===== src/rtl/cas_ack_pkg.sv =====
package cas_ack_pkg;
  localparam int LVL_W   = 3;
  localparam int NUM_IN  = 1 << LVL_W;
  localparam int BYTE_W  = 8;
  localparam int BASE_W  = BYTE_W - LVL_W;
  localparam int ADDR_W  = 16;
  localparam int CNT_W   = 2;
  localparam logic [BYTE_W-1:0] CALL_OP = 8'hCD;

  typedef logic [LVL_W-1:0] lvl_t;
  typedef logic [CNT_W-1:0] idx_t;

  typedef struct packed {
    logic active;   // registered acknowledge is low
    logic in_seq;   // a sequence is open
    idx_t idx;      // index of current or next pulse
    lvl_t lvl;      // latched level
    logic mode16;   // latched processor mode
  } ack_state_t;
endpackage


===== src/rtl/ack_pulse_tracker.sv =====
module ack_pulse_tracker
  import cas_ack_pkg::*;
(
  input  logic       clk_i,
  input  logic       rst_ni,
  input  logic       clk_en_ni,
  input  logic       inta_ni,
  input  lvl_t       grant_level_i,
  input  logic       cpu16_i,
  output ack_state_t st_o
);
  logic inta_q;
  idx_t cnt_q;
  lvl_t lvl_q;
  logic mode_q;
  logic en, start, pulse_end;
  idx_t last_idx;

  assign en        = ~clk_en_ni;
  assign last_idx  = mode_q ? idx_t'(1) : idx_t'(2);
  assign start     = en & inta_q & ~inta_ni & (cnt_q == '0);
  assign pulse_end = en & ~inta_q & inta_ni;

  always_ff @(posedge clk_i or negedge rst_ni) begin
    if (!rst_ni) begin
      inta_q <= 1'b1;
      cnt_q  <= '0;
      lvl_q  <= '0;
      mode_q <= 1'b1;
    end else begin
      if (en) inta_q <= inta_ni;
      if (start) begin
        lvl_q  <= grant_level_i;
        mode_q <= cpu16_i;
      end
      if (pulse_end) cnt_q <= (cnt_q == last_idx) ? '0 : cnt_q + idx_t'(1);
    end
  end

  assign st_o.active = ~inta_q;
  assign st_o.in_seq = ~inta_q | (cnt_q != '0);
  assign st_o.idx    = cnt_q;
  assign st_o.lvl    = lvl_q;
  assign st_o.mode16 = mode_q;
endmodule


===== src/rtl/vector_byte_mux.sv =====
module vector_byte_mux
  import cas_ack_pkg::*;
(
  input  ack_state_t        st_i,
  input  logic [BASE_W-1:0] vec_base_i,
  input  logic [ADDR_W-1:0] call_base_i,
  input  logic              step8_i,
  output logic [BYTE_W-1:0] byte_o,
  output logic              valid_o
);
  logic [ADDR_W-1:0] addr;

  assign addr = call_base_i + (ADDR_W'(st_i.lvl) << (step8_i ? 3 : 2));

  always_comb begin
    byte_o  = '0;
    valid_o = 1'b0;
    if (st_i.mode16) begin
      if (st_i.idx == idx_t'(1)) begin
        byte_o  = {vec_base_i, st_i.lvl};
        valid_o = 1'b1;
      end
    end else begin
      unique case (st_i.idx)
        idx_t'(0): begin byte_o = CALL_OP;                  valid_o = 1'b1; end
        idx_t'(1): begin byte_o = addr[BYTE_W-1:0];         valid_o = 1'b1; end
        idx_t'(2): begin byte_o = addr[ADDR_W-1:ADDR_W-BYTE_W]; valid_o = 1'b1; end
        default:   begin byte_o = '0;                       valid_o = 1'b0; end
      endcase
    end
  end
endmodule


===== src/rtl/cas_role_unit.sv =====
module cas_role_unit
  import cas_ack_pkg::*;
(
  input  ack_state_t        st_i,
  input  logic              is_master_i,
  input  logic [NUM_IN-1:0] slave_map_i,
  input  lvl_t              own_id_i,
  input  lvl_t              cas_i,
  input  logic              byte_valid_i,
  output lvl_t              cas_o,
  output logic              cas_oe_o,
  output logic              drive_o
);
  logic lvl_is_slave, id_hit;

  assign lvl_is_slave = slave_map_i[st_i.lvl];
  assign id_hit       = (cas_i == own_id_i);
  assign cas_oe_o     = is_master_i & st_i.in_seq & lvl_is_slave;
  assign cas_o        = cas_oe_o ? st_i.lvl : '0;
  assign drive_o      = st_i.active & byte_valid_i &
                        (is_master_i ? ~lvl_is_slave : id_hit);
endmodule


===== src/rtl/cascade_ack_seq.sv =====
module cascade_ack_seq
  import cas_ack_pkg::*;
(
  input  logic              clk_i,
  input  logic              rst_ni,
  input  logic              clk_en_ni,
  input  logic              inta_ni,
  input  logic [LVL_W-1:0]  grant_level_i,
  input  logic              cpu16_i,
  input  logic              is_master_i,
  input  logic [NUM_IN-1:0] slave_map_i,
  input  logic [LVL_W-1:0]  own_id_i,
  input  logic [LVL_W-1:0]  cas_i,
  input  logic [BASE_W-1:0] vec_base_i,
  input  logic [ADDR_W-1:0] call_base_i,
  input  logic              step8_i,
  output logic [LVL_W-1:0]  cas_o,
  output logic              cas_oe_o,
  output logic [BYTE_W-1:0] data_o,
  output logic              data_oe_o
);
  ack_state_t        st;
  logic [BYTE_W-1:0] vbyte;
  logic              vvalid, drive;

  ack_pulse_tracker u_trk (
    .clk_i, .rst_ni, .clk_en_ni, .inta_ni,
    .grant_level_i, .cpu16_i, .st_o(st)
  );

  vector_byte_mux u_mux (
    .st_i(st), .vec_base_i, .call_base_i, .step8_i,
    .byte_o(vbyte), .valid_o(vvalid)
  );

  cas_role_unit u_role (
    .st_i(st), .is_master_i, .slave_map_i, .own_id_i, .cas_i,
    .byte_valid_i(vvalid), .cas_o, .cas_oe_o, .drive_o(drive)
  );

  assign data_oe_o = drive;
  assign data_o    = drive ? vbyte : '0;
endmodule


===== config.mk =====
export PLATFORM = sky130hd
export DESIGN_NAME = cascade_ack_seq
export DESIGN_NICKNAME = d
export VERILOG_FILES = /design/src/rtl/cas_ack_pkg.sv /design/src/rtl/ack_pulse_tracker.sv /design/src/rtl/vector_byte_mux.sv /design/src/rtl/cas_role_unit.sv /design/src/rtl/cascade_ack_seq.sv
export SDC_FILE = /design/constraint.sdc
export NUM_CORES = 1
export LEC_CHECK = 0
export BUFFER_PORTS_ARGS = -buffer_cell sky130_fd_sc_hd__buf_2
export CORE_MARGIN = 3
export CORE_UTILIZATION = 46
export DETAILED_ROUTE_END_ITERATION = 10
export HOLD_SLACK_MARGIN = 0.03
export PLACE_DENSITY = 0.88
export SLEW_MARGIN = 40
export SYNTH_ARGS = -nofsm -noshare
export SYNTH_HDL_FRONTEND = slang
export SYNTH_SLANG_ARGS = --single-unit

===== constraint.sdc =====
create_clock -name clk_i -period 3 [get_ports clk_i]
set_input_delay 0.3 -clock clk_i [delete_from_list [all_inputs] [get_ports clk_i]]
set_output_delay 0.3 -clock clk_i [all_outputs]
set_load 0.1 [all_outputs]

Word level (Yosys, flattened, before mapping)
Cells that the tools add are included.

cells by class
  shift operators = 1
  reduce and logical (&&, ||, !) cells = 3
  equality and inequality tests = 4
  add/subtract/negate cells = 2
  order comparisons = 1
  mux-type cells = 14
  bitwise gates (word level) = 14

operators by type and width
  kind                                                                   number
  3-bit by 32-bit left shift with 16-bit output                          1
  8-bit 2-to-1 mux                                                       3
  8-bit one-hot mux with 3 select lines                                  1
  16-bit adder                                                           1
  1-bit AND                                                              9
  1-bit 2-to-1 mux                                                       6
  3-bit by 4-bit < comparator with 1-bit output (second input constant)  1
  2-bit 2-to-1 mux                                                       2
  1-bit inverter                                                         4
  1-bit binary-select mux with 3-bit select                              1
  3-bit == test                                                          1
  3-bit 2-to-1 mux                                                       1
  3-bit OR reduction                                                     1
  2-bit by 1-bit adder with 2-bit output (second input constant)         1
  2-bit by 1-bit == test with 1-bit output (second input constant)       1
  2-bit == test                                                          1
  2-bit == test (second input constant)                                  1
  2-bit logical NOT                                                      1
  2-bit nonzero test                                                     1
  1-bit OR                                                               1

word-level totals
  input port bits = 45
  logic and storage cells = 43
  output and inout port bits = 13
  flip-flop bits (word level) = 7

Depth between registers and ports, before layout
  depth after elaboration = 7
  gate-level depth with buffers = 9
  depth with buffers taken out = 9

By module
A second synthesis with hierarchy kept.

second synthesis, totals
  cells, all modules = 135
  area, all modules = 1142.3 µm²

modules (own cells, without submodules)
  module             instances  area each (µm²)  seq. area each (µm²)  cells an instance
  vector_byte_mux    1          603.1            0.0                   84
  ack_pulse_tracker  1          326.6            177.7                 26
  cas_role_unit      1          162.7            0.0                   17
  cascade_ack_seq    1          50.0             0.0                   8

Worst setup path before layout
Ideal clock, no wire load.

  kind = register to output
  start = reg u_trk.lvl_q[0]
  end = out data_o[4]
  slack = -0.551 ns
  data arrival time = 3.251 ns
  required time = 2.700 ns
  path buffers = 0
  stages on the path, launching flop included = 10
  cells stage by stage = dfrtp_1 -> nor2b_1 -> ha_1 -> inv_1 -> fa_1 -> nand2b_1 -> a21o_1 -> nor4_1 -> o21ai_0 -> a21oi_1

on the way
  word-level cells in the longest chain between the ends = 6
  elaborated cells on any way between the ends = 10
  those cells by class = 1 x add/sub; 1 x shift; 6 x mux; 2 x bitwise

RTL lines
  item                                                  RTL line                 text
  from (decl)                                           ack_pulse_tracker.sv:14  lvl_t lvl_q;
  from (signal assigned)                                ack_pulse_tracker.sv:33  lvl_q <= grant_level_i;
  branches (longest 5 deep; another with 16-bit adder)  n/a
  8-bit 2-to-1 mux *                                    cascade_ack_seq.sv:42    assign data_o = drive ? vbyte : '0;
  to (decl)                                             cascade_ack_seq.sv:19    output logic [BYTE_W-1:0] data_o,

Every way passes the cells marked *. The select of a mux whose other input is x is not followed.

Worst setup path in the final report
  start = reg u_trk.lvl_q[0]
  end = out data_o[2]

The elaborated chain is that of the path after synthesis.

==> summary.md <==
| Metric | Value |
|---|---|
| Worst-Margin Slew | `roughly 0.61 ns` |
| Flop-to-flop setup slack | `around 1.1 ns` |
| Total CTS buffers | `3` |
| Synth Area in Compound Gates | `about 28%` |
| Critical Path Sink | `data_o[2]` |
| Detailed Route WL | `between 4 and 5 mm` |
| Largest net degree at the start of global routing | `15` |
| Initial DRT Pass Iterations | `8` |
| Wire per inst | `around 20 µm` |
| # rows | `17` |
| Max Root-Sink Buffers | `2` |
| PnR worst setup slack | `-0.05323 ns` |
| Post-synth cell types | `49` |
| Nets@finish | `263` |
| Most frequent cells in the layout | `buf_2, a21oi_1, inv_1, nand2_1, buf_4` |
| Area occupied by multi-input gates | `about 1100 µm²` |
| Vias in the first global route | `~1400` |
| Detail Placement HPWL | `2.921 mm` |
| Initial core utilization | `between 50% and 60%` |
| Ys async rst share | `between 90% and 100%` |
| Net Count, Synth | `approximately 200` |
| Die area | `between 3000 and 4000 µm²` |
| Sw Share | `about three fifths` |
| CTS sink count | `7` |
| Internal | `~0.00072 W` |
| CP Capture Type | `primary output` |
| I/O pin cnt | `58` |
| Largest family of logic cells by synthesized area | `compound AO/OA/AOI/OAI gates` |
| Commonest non-fill, non-tap cell in the layout | `buf_2` |
| Number of synthesized flops with an enable pin | `0` |
| Combinational share of power | `around 80%` |
| WS Path Type | `flip-flop to primary output` |
| RR Startpoint | `u_trk.cnt_q[0]` |
| Post-synthesis mux area share | `about 14%` |
| P_leak | `around 0.82 nW` |
| Max-cap violations | `0` |
| Post-Synth Simple-Gate Area | `between 20 and 25%` |
| Syn_area_per_cell | `about 8.3 µm²` |
| H-tree depth | `1` |
| Drt via density | `~6.3` |
| Peak VDD IR | `approximately 0.74 mV` |
| Setup TNS Final | `-0.05323 ns` |
| Max Fclk | `~330 MHz` |
| Min Tclk post-route | `roughly 3 ns` |
| Ys Warns | `0` |
| Clk pwr share | `roughly 5.1%` |
| TritonCTS clock tree | `built` |
| Switching Power | `0.001054 W` |
| CP Launch Type | `flip-flop` |
| Hold Path Class | `primary input to flip-flop` |
| Failing checks | `negative setup slack` |
| Synth top area share | `10.64%` |
| Area leader, netlist | `dfrtp_1` |
| Post-synthesis register bit count | `7` |
| Die Y | `56.57 µm` |
| CP Data Arrival Time | `2.75 ns` |
| First-pass GRT wire length | `6.196 mm` |
| Die Wd | `~57 µm` |
| Slew margin rel. | `about three fifths` |
| Sequential area share after synthesis | `about 15%` |
| Reg2reg end | `u_trk.lvl_q[2]` |
| Overflow left after global routing | `0` |
| Top post-synthesis cells by area | `dfrtp_1, ha_1, a21oi_1` |
| Cells after Synth | `~140` |
| Final ANT Viol Nets | `0` |
| Filler cell count | `between 100 and 150` |
| Clk_lat worst skew | `0.27 ns` |
| Worst Path Required | `about 2.7 ns` |
| Clk_skew | `between 0.01 and 0.015 ns` |
| Area growth syn-to-layout | `58.62%` |
| Final critical-path share of the clock period | `101.8%` |
| Initial antenna violation count | `0` |
| Number of diodes | `0` |
| Fin. Hold Viols | `0` |
| DRC violations left | `0` |
| Sequential share of power | `between 10% and 20%` |
| Maximum fanout along the worst path | `6` |
| Final number of setup-violating endpoints | `1` |
| Max-slew violations | `0` |
| Total core area | `around 2300 µm²` |
| Dominant synthesized flop cell | `dfrtp_1` |
| Worst reg2reg path depth | `5` |
| Post-Syn Area | `~1200 µm²` |
| Post-Synth Adder-Cell Area | `around 10%` |
| Clock slew at reported path FFs | `roughly 0.06 ns` |
| PortBufs | `57` |
| Status | `complete, but fails checks` |
| DR iter-0 viols | `82` |
| P per Cell Area | `between 900 and 1000 nW/µm²` |
| Place WS | `between 0.15 and 0.2 ns` |
| Via Count | `1487` |
| Root buffer cell | `clkbuf_4` |
| Routability congestion estimate | `0.8606` |
| Total track usage | `approximately a quarter` |
| Fraction of layout cells with a size suffix above 1 | `a little over half` |
| Worst setup path start | `u_trk.lvl_q[0]` |
| Area taken by flip-flops and latches | `approximately 180 µm²` |
| XOR/XNOR Fraction of Synth Area | `under 10%` |
[power groups by stage]
stage / registers (W) / clock network, W / logic (W)
floorplan: 0.000194 / 0 / 0.00101
global placement: 0.000219 / 0 / 0.00123
detailed placement: 0.000224 / 0 / 0.00127
CTS: 0.000227 / 0.0000901 / 0.00131
global route: 0.000236 / 0.0000992 / 0.00153
finish: 0.000229 / 0.0000899 / 0.00146
[worst min-delay path by stage]
stage                     depth (start not counted)              to  slack (ns)        startpoint
final                                             2    u_trk.mode_q        0.27           cpu16_i
after floorplan                                   0  u_trk.cnt_q[0]       0.004            rst_ni
after detailed placement                          1  u_trk.cnt_q[0]        0.14            rst_ni
after global placement                            1  u_trk.cnt_q[0]        0.13            rst_ni
after CTS                                         2    u_trk.mode_q        0.27           cpu16_i
after global routing                              2  u_trk.lvl_q[1]        0.26  grant_level_i[1]
[cell usage after synthesis, types with 3 or more instances]
cell type and count:
and2_1 4, mux2_2 6, nor2_1 6, ha_1 8, dfrtp_1 5, clkbuf_1 3
o21ai_0 4, a211oi_2 5, xor2_1 3, nand3_1 4, nand2_1 10, inv_1 10
nand2b_1 4, a21oi_1 16, nor2b_1 5, a31oi_1 4, xnor2_1 4
[state kept, by name (all words and copies together), names as in the netlist]
signal        flops
u_trk.inta_q      1
u_trk.cnt_q       2
u_trk.lvl_q       3
u_trk.mode_q      1
[layer usage]
metal,global-route usage (%),share of wire (%)
met4,11.53,5.9
met3,5.517,8.1
met2,43.89,50
met5,0,0
met1,27.22,36
[worst max-delay path, stage by stage (launching register included)]
cell	delay, ns
dfrtp_2	0.41
nor2b_2	0.16
ha_2	0.19
inv_1	0.08
fa_2	0.38
nand2b_4	0.20
a211oi_2	0.25
xor2_1	0.30
a221oi_2	0.12
nor3_4	0.19
buf_12	0.20
[stage by stage]
stage	total power [W]	hold slack, ns	util [%]	area [µm²]	std cells
detailed placement	0.001495	0.1375	73.23	1698	223
global placement	0.001448	0.1344	73.23	1698	223
CTS	0.001624	0.2668	76.25	1768	231
global route	0.001866	0.2636	80.46	1866	236
floorplan	0.001202	0.004409	-	1280	141
finish	0.001777	0.2670	80.46	1866	236
[cell type report]
type / count / area share, %
Multi-Input combinational cell: 119 / 59.62
Sequential cell: 7 / 9.658
Inverter: 11 / 2.213
Timing Repair Buffer: 67 / 25.22
Clock buffer: 4 / 1.408
Tap cell: 28 / 1.878
[timing repair]
item	in CTS	in global routing
hold buffers	1	0
endpoints found under the hold margin	5	0
gates cloned	0	0
buffers inserted	3	5
pin swaps	1	10
setup endpoints to repair	5	7
resized for setup	3	16
[cells by family after synthesis]
kind of cell / Yosys count
DFF: 7
and+or+nand+nor: 47
muxes: 11
AOI/OAI and AO/OA: 45
adders and majority gates: 9
xor gates and xnor gates: 7
buffers and inverters: 15
No activity file was read; power rests on OpenSTA's default activity.
